===== src/rtl/subword_alu_pkg.sv =====
`timescale 1ns/1ps
package subword_alu_pkg;
  localparam int DATA_W      = 64;
  localparam int SLICE_W     = 8;
  localparam int N_SLICE     = DATA_W / SLICE_W;
  localparam int SLICE_IDX_W = $clog2(N_SLICE);

  typedef enum logic [1:0] {
    OP_ADD    = 2'b00,
    OP_SUB    = 2'b01,
    OP_CMPGT  = 2'b10,
    OP_SELECT = 2'b11
  } op_e;

  typedef enum logic [1:0] {
    SAT_WRAP     = 2'b00,
    SAT_SIGNED   = 2'b01,
    SAT_UNSIGNED = 2'b10,
    SAT_WRAP_ALT = 2'b11
  } sat_e;

  // strobes from control to datapath
  typedef struct packed {
    logic                   load;
    logic                   subtract;
    logic                   swapOps;
    logic                   satSigned;
    logic                   satUnsigned;
    logic                   maskOut;
    logic                   selectOut;
    logic [N_SLICE-1:0]     laneFirst;
    logic [SLICE_IDX_W-1:0] laneSpan;
  } strobe_t;
endpackage


===== src/rtl/subword_alu_ctrl.sv =====
`timescale 1ns/1ps
module subword_alu_ctrl
  import subword_alu_pkg::*;
(
  input  logic        inValid,
  input  logic [1:0]  opSel,
  input  logic [1:0]  laneSize,
  input  logic [1:0]  satMode,
  output strobe_t     strb
);
  op_e  opCode;
  sat_e satCode;
  logic [SLICE_IDX_W-1:0] span;
  logic [N_SLICE-1:0] firstVec;

  assign opCode  = op_e'(opSel);
  assign satCode = sat_e'(satMode);
  // slices per lane minus one: 0,1,3,7
  assign span = SLICE_IDX_W'((32'd1 << laneSize) - 32'd1);

  generate
    for (genvar i = 0; i < N_SLICE; i++) begin : g_first
      assign firstVec[i] = ((SLICE_IDX_W'(i) & span) == '0);
    end
  endgenerate

  always_comb begin
    strb = '0;
    strb.load      = inValid;
    strb.laneFirst = firstVec;
    strb.laneSpan  = span;
    unique case (opCode)
      OP_ADD, OP_SUB: begin
        strb.subtract    = (opCode == OP_SUB);
        strb.satSigned   = (satCode == SAT_SIGNED);
        strb.satUnsigned = (satCode == SAT_UNSIGNED);
      end
      OP_CMPGT: begin
        strb.subtract = 1'b1;
        strb.swapOps  = 1'b1;
        strb.maskOut  = 1'b1;
      end
      OP_SELECT: strb.selectOut = 1'b1;
      default: ;
    endcase
  end
endmodule


===== src/rtl/subword_alu_dp.sv =====
`timescale 1ns/1ps
module subword_alu_dp
  import subword_alu_pkg::*;
(
  input  logic              clk,
  input  logic              rstN,
  input  strobe_t           strb,
  input  logic [DATA_W-1:0] srcA,
  input  logic [DATA_W-1:0] srcB,
  input  logic [DATA_W-1:0] srcMask,
  output logic              outValid,
  output logic [DATA_W-1:0] result
);
  logic [DATA_W-1:0]  opX, opY, opYInv, sumW, nextRes;
  logic [N_SLICE-1:0] carryOut, msbCarry, sgnOvf, ltFlag;

  assign opX    = strb.swapOps ? srcB : srcA;
  assign opY    = strb.swapOps ? srcA : srcB;
  assign opYInv = strb.subtract ? ~opY : opY;

  generate
    for (genvar i = 0; i < N_SLICE; i++) begin : g_slice
      logic carryIn;
      if (i == 0) begin : g_lsb
        assign carryIn = strb.subtract;
      end else begin : g_mid
        // carry chain is cut where a new lane begins
        assign carryIn = strb.laneFirst[i] ? strb.subtract : carryOut[i-1];
      end
      assign {carryOut[i], sumW[i*SLICE_W +: SLICE_W]} =
        {1'b0, opX[i*SLICE_W +: SLICE_W]} + {1'b0, opYInv[i*SLICE_W +: SLICE_W]}
        + (SLICE_W+1)'(carryIn);
      assign msbCarry[i] = sumW[i*SLICE_W + SLICE_W-1] ^ opX[i*SLICE_W + SLICE_W-1]
                         ^ opYInv[i*SLICE_W + SLICE_W-1];
      assign sgnOvf[i]   = msbCarry[i] ^ carryOut[i];
      assign ltFlag[i]   = sumW[i*SLICE_W + SLICE_W-1] ^ sgnOvf[i];
    end
  endgenerate

  always_comb begin
    nextRes = '0;
    for (int i = 0; i < N_SLICE; i++) begin
      int unsigned top;
      logic satHit, negClamp;
      logic [SLICE_W-1:0] satByte, selByte;
      top      = i | int'(strb.laneSpan);
      negClamp = opX[top*SLICE_W + SLICE_W-1];
      satHit   = (strb.satSigned & sgnOvf[top])
               | (strb.satUnsigned & (strb.subtract ? ~carryOut[top] : carryOut[top]));
      if (strb.satSigned) begin
        if (top == i) satByte = negClamp ? {1'b1, {(SLICE_W-1){1'b0}}} : {1'b0, {(SLICE_W-1){1'b1}}};
        else          satByte = negClamp ? '0 : '1;
      end else begin
        satByte = strb.subtract ? '0 : '1;
      end
      selByte = (srcMask[i*SLICE_W +: SLICE_W] & srcA[i*SLICE_W +: SLICE_W])
              | (~srcMask[i*SLICE_W +: SLICE_W] & srcB[i*SLICE_W +: SLICE_W]);
      if (strb.selectOut)    nextRes[i*SLICE_W +: SLICE_W] = selByte;
      else if (strb.maskOut) nextRes[i*SLICE_W +: SLICE_W] = ltFlag[top] ? '1 : '0;
      else if (satHit)       nextRes[i*SLICE_W +: SLICE_W] = satByte;
      else                   nextRes[i*SLICE_W +: SLICE_W] = sumW[i*SLICE_W +: SLICE_W];
    end
  end

  always_ff @(posedge clk or negedge rstN) begin
    if (!rstN) begin
      outValid <= 1'b0;
      result   <= '0;
    end else begin
      outValid <= strb.load;
      if (strb.load) result <= nextRes;
    end
  end

  // nothing new loaded means the register holds
  a_r2_hold_idle: assert property (@(posedge clk) disable iff (!rstN)
    !strb.load |=> $stable(result));

  generate
    for (genvar i = 0; i < N_SLICE; i++) begin : g_mask_chk
      // compare output bytes are always fully set or fully clear
      a_r7_mask_byte: assert property (@(posedge clk) disable iff (!rstN)
        (strb.load && strb.maskOut) |=>
          (result[i*SLICE_W +: SLICE_W] == '0 || result[i*SLICE_W +: SLICE_W] == '1));
    end
  endgenerate
endmodule


===== src/rtl/subword_alu.sv =====
`timescale 1ns/1ps
module subword_alu
  import subword_alu_pkg::*;
(
  input  logic              clk,
  input  logic              rstN,
  input  logic              inValid,
  input  logic [1:0]        opSel,
  input  logic [1:0]        laneSize,
  input  logic [1:0]        satMode,
  input  logic [DATA_W-1:0] srcA,
  input  logic [DATA_W-1:0] srcB,
  input  logic [DATA_W-1:0] srcMask,
  output logic              outValid,
  output logic [DATA_W-1:0] result
);
  strobe_t strb;

  subword_alu_ctrl ctrl_i (
    .inValid (inValid),
    .opSel   (opSel),
    .laneSize(laneSize),
    .satMode (satMode),
    .strb    (strb)
  );

  subword_alu_dp dp_i (
    .clk     (clk),
    .rstN    (rstN),
    .strb    (strb),
    .srcA    (srcA),
    .srcB    (srcB),
    .srcMask (srcMask),
    .outValid(outValid),
    .result  (result)
  );

  // valid follows the input one cycle later
  a_r2_valid_follow: assert property (@(posedge clk) disable iff (!rstN)
    inValid |=> outValid);
  a_r2_idle_follow: assert property (@(posedge clk) disable iff (!rstN)
    !inValid |=> !outValid);

  // a clamped unsigned full-width add never drops below its first operand
  a_r6_no_wrap_down: assert property (@(posedge clk) disable iff (!rstN)
    (inValid && opSel == OP_ADD && satMode == SAT_UNSIGNED && laneSize == 2'b11)
      |=> result >= $past(srcA));

  // two non-negative 64-bit values never saturate to a negative result
  a_r5_sign_kept: assert property (@(posedge clk) disable iff (!rstN)
    (inValid && opSel == OP_ADD && satMode == SAT_SIGNED && laneSize == 2'b11
      && !srcA[DATA_W-1] && !srcB[DATA_W-1]) |=> !result[DATA_W-1]);

  // select merges bitwise under the mask
  a_r8_select_merge: assert property (@(posedge clk) disable iff (!rstN)
    (inValid && opSel == OP_SELECT) |=>
      result == (($past(srcMask) & $past(srcA)) | (~$past(srcMask) & $past(srcB))));
endmodule


===== config.mk =====
export PLATFORM = sky130hd
export DESIGN_NAME = subword_alu
export DESIGN_NICKNAME = d
export VERILOG_FILES = /design/src/rtl/subword_alu_pkg.sv /design/src/rtl/subword_alu_ctrl.sv /design/src/rtl/subword_alu_dp.sv /design/src/rtl/subword_alu.sv
export SDC_FILE = /design/constraint.sdc
export NUM_CORES = 1
export LEC_CHECK = 0
export BUFFER_PORTS_ARGS = -buffer_cell sky130_fd_sc_hd__buf_4
export CAP_MARGIN = 20
export CORE_MARGIN = 1.5
export CORE_UTILIZATION = 37
export DETAILED_ROUTE_END_ITERATION = 6
export SETUP_SLACK_MARGIN = 0.02
export SYNTH_ARGS = -nofsm -noshare
export SYNTH_HDL_FRONTEND = slang
export SYNTH_SLANG_ARGS = --single-unit

===== constraint.sdc =====
create_clock -name clk -period 1.33 [get_ports clk]
set_input_delay 0.1995 -clock clk [delete_from_list [all_inputs] [get_ports clk]]
set_output_delay 0.1995 -clock clk [all_outputs]
set_load 0.05 [all_outputs]

After elaboration in Yosys (flattened, before gate mapping)
Cells that the tools add are included.
{ "totals": {"regBits": 65, "in_bits": 201, "output_inout_bits": 65, "word_cells": 304} }
{ "op_classes": {"add_sub_neg": 31, "n_lt_le_gt_ge": 14, "eq_ne": 5, "shift": 1, "mux": 141, "bitwise_logic": 97, "reduce_logical": 13} }
{ "op_table": {"columns": ["operator", "n"], "rows": [
  ["2-to-1 mux 8 bit", 63],
  ["< comparator 32 x 7 -> 1 bit, second input constant", 7],
  ["subtractor 32 x 1 -> 32 bit, second input constant", 7],
  ["2-to-1 mux 64 bit", 3],
  ["AND 8 bit", 16],
  ["adder 8 x 8 -> 9 bit", 8],
  ["adder 9 x 1 -> 9 bit", 8],
  ["NOT 64 bit", 1],
  ["NOT 8 bit", 8],
  ["bitwise OR 8 bit", 8],
  ["2-to-1 mux 1 bit", 54],
  ["adder 6 x 4 -> 7 bit, second input constant", 7],
  ["binary-select mux 1 bit (select 6 bit)", 7],
  ["logical NOT 32 bit", 1],
  ["XOR 1 bit", 32],
  ["< comparator 3 x 4 -> 1 bit, second input constant", 7],
  ["logical NOT 3 bit", 7],
  ["binary-select mux 1 bit (select 2 bit)", 9],
  ["AND 1 bit", 16],
  ["binary-select mux 1 bit (select 3 bit)", 3],
  ["logical NOT 2 bit", 4],
  ["NOT 1 bit", 8],
  ["bitwise OR 1 bit", 8],
  ["equality test 2 bit, second input constant", 3],
  ["6 further kinds", 7]
]} }

Depth between registers and ports, before layout
{ "depth": {"word_depth": 31, "mapped_depth": 61, "mapped_depth_nobuf": 58} }

Hierarchy
From an unflattened synthesis, not the netlist that was laid out.
{ "hier_totals": {"cells_unflattened": 1191, "area_unflattened_um2": 10276.1} }
{ "by_module_without_submodules": {"columns": ["module", "instances", "cells_per_inst", "area_each_um2", "seq_area_each_um2"], "rows": [
  ["subword_alu_dp", 1, 1168, 10119.7, 1626.6],
  ["subword_alu_ctrl", 1, 23, 156.4, 0.0]
]} }

Least setup slack after synthesis
No wires, ideal clock.
{ "synth_timing": {"path_kind": "input port to flip-flop", "start": "in opSel[0]", "end": "reg dp_i.result[6]", "setup_ps": 126, "arrival_time_ps": 15669, "required_ps": 1204, "path_slack_ps": -14465, "cell_stages": 61, "n_path_buf": 5, "cell_sequence": "inv_1 -> ha_1 -> buf_2 -> clkbuf_1 -> buf_1 -> clkbuf_1 -> xnor2_1 -> fa_1 -> a211oi_2 -> o21ai_1 -> a31oi_2 -> a21oi_1 -> fa_1 -> fa_1 -> a211o_1 -> a21o_1 -> a21oi_1 -> mux2i_1 -> [... 25 more ...] -> fa_1 -> a211oi_1 -> o21ai_0 -> a31oi_1 -> a21oi_1 -> fa_1 -> fa_1 -> a211oi_2 -> o21ai_1 -> nand2_1 -> xnor2_4 -> mux2i_1 -> a2111o_1 -> o211ai_2 -> and2_4 -> buf_6 -> and3_4 -> o32a_1"} }
{ "synth_between": {"elab_chain_len": 31, "word_cells_on_any_way": 90, "classes_between": "16 x add/sub; 3 x eq/ne; 32 x mux; 37 x bitwise; 2 x reduce/logical"} }
{ "synth_rtl": {"columns": ["element", "line", "text"], "rows": [
  ["from (decl)", "subword_alu.sv:8", "input logic [1:0] opSel,"],
  ["equality test 2 bit", "subword_alu_ctrl.sv:32", "unique case (opCode)"],
  ["2-to-1 mux 1 bit", "subword_alu_ctrl.sv:32", null],
  ["2-to-1 mux 64 bit", "subword_alu_dp.sv:18", "assign opY = strb.swapOps ? srcA : srcB;"],
  ["NOT 64 bit", "subword_alu_dp.sv:19", "assign opYInv = strb.subtract ? ~opY : opY;"],
  ["2-to-1 mux 64 bit", "subword_alu_dp.sv:19", null],
  ["adder 8 x 8 -> 9 bit", "subword_alu_dp.sv:31", "{1'b0, opX[i*SLICE_W +: SLICE_W]} + {1'b0, opYInv[i*SLICE_W +: SLICE_W]}"],
  ["adder 9 x 1 -> 9 bit", "subword_alu_dp.sv:32", "+ (SLICE_W+1)'(carryIn);"],
  ["2-to-1 mux 1 bit", "subword_alu_dp.sv:28", "assign carryIn = strb.laneFirst[i] ? strb.subtract : carryOut[i-1];"],
  ["[... 15 more ...]", null, null],
  ["XOR 1 bit", "subword_alu_dp.sv:35", "assign sgnOvf[i] = msbCarry[i] ^ carryOut[i];"],
  ["binary-select mux 1 bit (select 3 bit)", "subword_alu_dp.sv:48", "satHit = (strb.satSigned & sgnOvf[top])"],
  ["2-to-1 mux 1 bit (not written as such)", "subword_alu_dp.sv:48", null],
  ["AND 1 bit", "subword_alu_dp.sv:48", null],
  ["bitwise OR 1 bit", "subword_alu_dp.sv:49", "| (strb.satUnsigned & (strb.subtract ? ~carryOut[top] : carryOut[top]));"],
  ["2-to-1 mux 8 bit", "subword_alu_dp.sv:60", "else if (satHit) nextRes[i*SLICE_W +: SLICE_W] = satByte;"],
  ["2-to-1 mux 8 bit", "subword_alu_dp.sv:59", "else if (strb.maskOut) nextRes[i*SLICE_W +: SLICE_W] = ltFlag[top] ? '1 : '0;"],
  ["2-to-1 mux 8 bit (*)", "subword_alu_dp.sv:58", "if (strb.selectOut) nextRes[i*SLICE_W +: SLICE_W] = selByte;"],
  ["to (signal assigned)", "subword_alu_dp.sv:71", "if (strb.load) result <= nextRes;"],
  ["to (decl)", "subword_alu_dp.sv:12", "output logic [DATA_W-1:0] result"]
]} }
Every way passes the cells marked *; elsewhere a longest branch is shown, timed or not. The select of a mux whose other input is x is not followed.
A chain may end at the register's enable or synchronous reset.

Worst setup path after layout
Same ends and word-level chain as after synthesis.

==> impl_metrics.ini <==
[floorplan]
num_io_pins = 266
row_count = 61
die-area_sq_um = 29000
die_h_um = 170
die_w_um = 170
start_util_pct = 37.5
fp.coreArea_sq_um = 27600

[grt]
grt_pass1_vias = 11480
grt_use_total_pct = 26.6
grt_max_degree = 43
antenna_found_initial = 0
grt.overflow.total = 0
grt_pass1_wl_um = 60600

[timing]
setup_tns_ns = -748.94
setup_viol = 64
rsz0062_at_grt = yes
maxSlewHeadroom_pct = 49.7
slew_viol_final = 0
fin_skew_ns = 0
worst_pin_slew_ns = 0.754
timing.final.crit_period_ns = 13.14
timing.fmax_mhz = 76.1
fin_crit_sh_pct = 988
worst_slack_ns = -11.81
hold_viol = 0

[synth]
syn_area_sq_um = 10400
netlist.area_leader.share_pct = 15.7
synthFlopType = dfrtp_1
syn_inst = 1197
synthesis.nets = 1483
yosys_warnings = 0
yosysUniqueCellTypes = 83
synth_seq_area_share_pct = 15.7
synth_seq_cells = 65
syn_avg_cell_area_sq_um = 8.65
synth_edf_count = 0
synthArstFlopShare_pct = 100
yosys-top-cells-area = dfrtp_1 (16%), mux2_2 (12%), mux2i_1 (10%)
synth_top_area_cell = dfrtp_1

[detailed_routing]
avgViaCountPerCell = 5.36
dr.pass1.iters = 5
antenna_left = 0
wl_um = 39000
vias = 11551
drc = 0
wl_per_cell_um = 18.1
detail_route.iter0.violations = 656

[clocking]
cts.clk_slew.worst_paths_ns = 0.06
clk_latency_ns = 0.35
cts_tree = built
cts_sinks = 65
cts_buffers = 9
cts_max_level = 3
cts_root_buf = clkbuf_16
clock_path_buffers = 2

[power]
peakVddDrop_uv = 1210
clkPwrFrac_pct = 10.1
comb_power_share_pct = 76.2
p_int_w = 0.0120
total_power_w = 0.0226
p_per_area_nw_per_um2 = 1380
power.static_leakage_nw = 7.35
power.switching_w = 0.0106
pwr-share-seq_pct = 13.7
p_sw_share_pct = 46.8

[status]
violations = setup timing
status = complete, but fails checks

[worst_setup_path]
cp_slowest_stage_delay_ns = 0.42
critPathMaxFanout = 5
startpoint_type = primary input
crit_path_start = opSel[0]
critPathCapture = dp_i.result[6]
r2r_end = dp_i.result[15]
ff2ff_path_depth = 4
critPathMostFrequentCell = fa_2
cpMaxStageDelayCell = fa_2
worstSetupPathType = in -> reg
regToRegStartpoint = dp_i.result[15]
r2r_slack_ns = 0.07
cp-end-kind = flop
crit_required_ns = 1.57
crit_arrival_ns = 13.38

[cells_and_area]
antenna_cells = 0
final_cell_mix = buf_4 (599), xnor2_1 (114), mux2_2 (103), mux2i_1 (101), a21oi_1 (86)
area_growth_pct = 58.5
finalNetCount = 2058
drive_gt1_share_pct = 50.0
fillers = 2517
multi_input_area_sq_um = 9060
regArea_sq_um = 1630
final_common_cell = buf_4

[job]
maxCapViolCount = 0

[placed_design]
dpl.hpwl_um = 30600
portBuffers = 265
place.gp.congestion = 0.916

[min_path]
worstHoldPathType = in -> async
power by group through the flow:
stage	clock (W)	combinational (W)	sequential, W
after floorplan	0	0.00725	0.00534
after global placement	0	0.0153	0.00314
after detailed placement	0	0.0154	0.00311
after CTS	0.00232	0.0162	0.00310
after global routing	0.00240	0.0185	0.00317
final	0.00229	0.0172	0.00310
cell families (layout without fill, tap and decap cells):
family,count (synthesis),count (layout),synth area share (%)
buf+inv,84,664,3.38
fa+ha+maj,85,85,11.4
mux,212,212,21.9
flops,65,65,15.7
compound gates,391,391,25.1
xor+xnor,135,135,12.1
simple gates,225,225,10.4
repair_timing:
item | 4_1_cts | 5_1_grt
resized for setup | 32 | 82
endpoints found under the hold margin | 65 | 0
gates cloned | 1 | 0
hold buffers | 1 | 0
endpoints found under the setup margin | 64 | 64
pin swaps | 40 | 54
buffers inserted | 38 | 20
worst max-delay path, delay by kind of cell:
kind                       cells  cell delay [ns]
adders and majority gates     16             5.83
AOI/OAI and AO/OA             30             5.19
and+or+nand+nor                7             0.92
buffers and inverters          5             0.59
muxes                          3             0.45
xor gates and xnor gates       1             0.17
per-layer routing:
layer	share of wire [%]	GRT usage [%]	up-vias	routed length, um
met5	0	0	-	0
met4	1.9	7.35	0	749
met3	5.7	3.65	50	2210
met2	46	43.6	360	17800
met1	47	36.5	5493	18300
li1	-	-	5648	-
how the worst min path moves through the flow:
| stage | slack (ns) | depth (start not counted) | start | endpoint |
|---|---|---|---|---|
| 6_report | 0.18 | 2 | rstN | dp_i.result[54] |
| 5_1_grt | 0.19 | 2 | rstN | dp_i.result[54] |
| 4_1_cts | 0.18 | 2 | rstN | dp_i.result[54] |
| 3_5_place_dp | 0.007 | 1 | rstN | dp_i.result[54] |
| 3_3_place_gp | 0.009 | 1 | rstN | dp_i.result[54] |
| 2_1_floorplan | -0.1 | 0 | rstN | dp_i.outValid |
state kept, by name (all words and copies together) (netlist names):
register and cells:
dp_i.outValid 1, dp_i.result 64
synthesized netlist by cell type, types with 8 or more instances:
master,count
nand2_1,57
buf_1,21
a21oi_1,116
xor2_1,14
o21a_1,18
a211o_1,12
ha_1,70
xnor2_1,115
nand3_1,10
o21ai_0,55
mux2i_1,104
nand2b_1,10
dfrtp_1,65
o21ai_1,9
a21o_1,17
nor3_1,15
o211ai_1,15
o21bai_1,9
mux2_2,107
fa_1,15
clkbuf_1,32
inv_1,22
nor2_1,85
a211oi_1,41
o2bb2ai_1,8
o22ai_1,40
stage by stage:
step | area, sq um | worst slack, ns | hold WS, ns | utilization (%) | std cells
final | 16400 | -11.81 | 0.181 | 59.4 | 2155
after floorplan | 10700 | -12.13 | -0.0961 | - | 1197
after global placement | 15200 | -12.19 | 0.00944 | 54.9 | 2082
after CTS | 15900 | -11.78 | 0.176 | 57.5 | 2138
after global routing | 16400 | -12.35 | 0.189 | 59.4 | 2155
after detailed placement | 15200 | -12.57 | 0.00710 | 54.9 | 2082
layout make-up:
type                            instances  share of cell area [%]
Multi-Input combinational cell       1048                    55.2
Timing Repair Buffer                  625                    29.9
Sequential cell                        65                    9.91
Tap cell                              378                    2.88
Clock buffer                           12                    1.44
Inverter                               23                   0.602
Clock inverter                          4                   0.122
No activity file was read; power rests on OpenSTA's default activity.
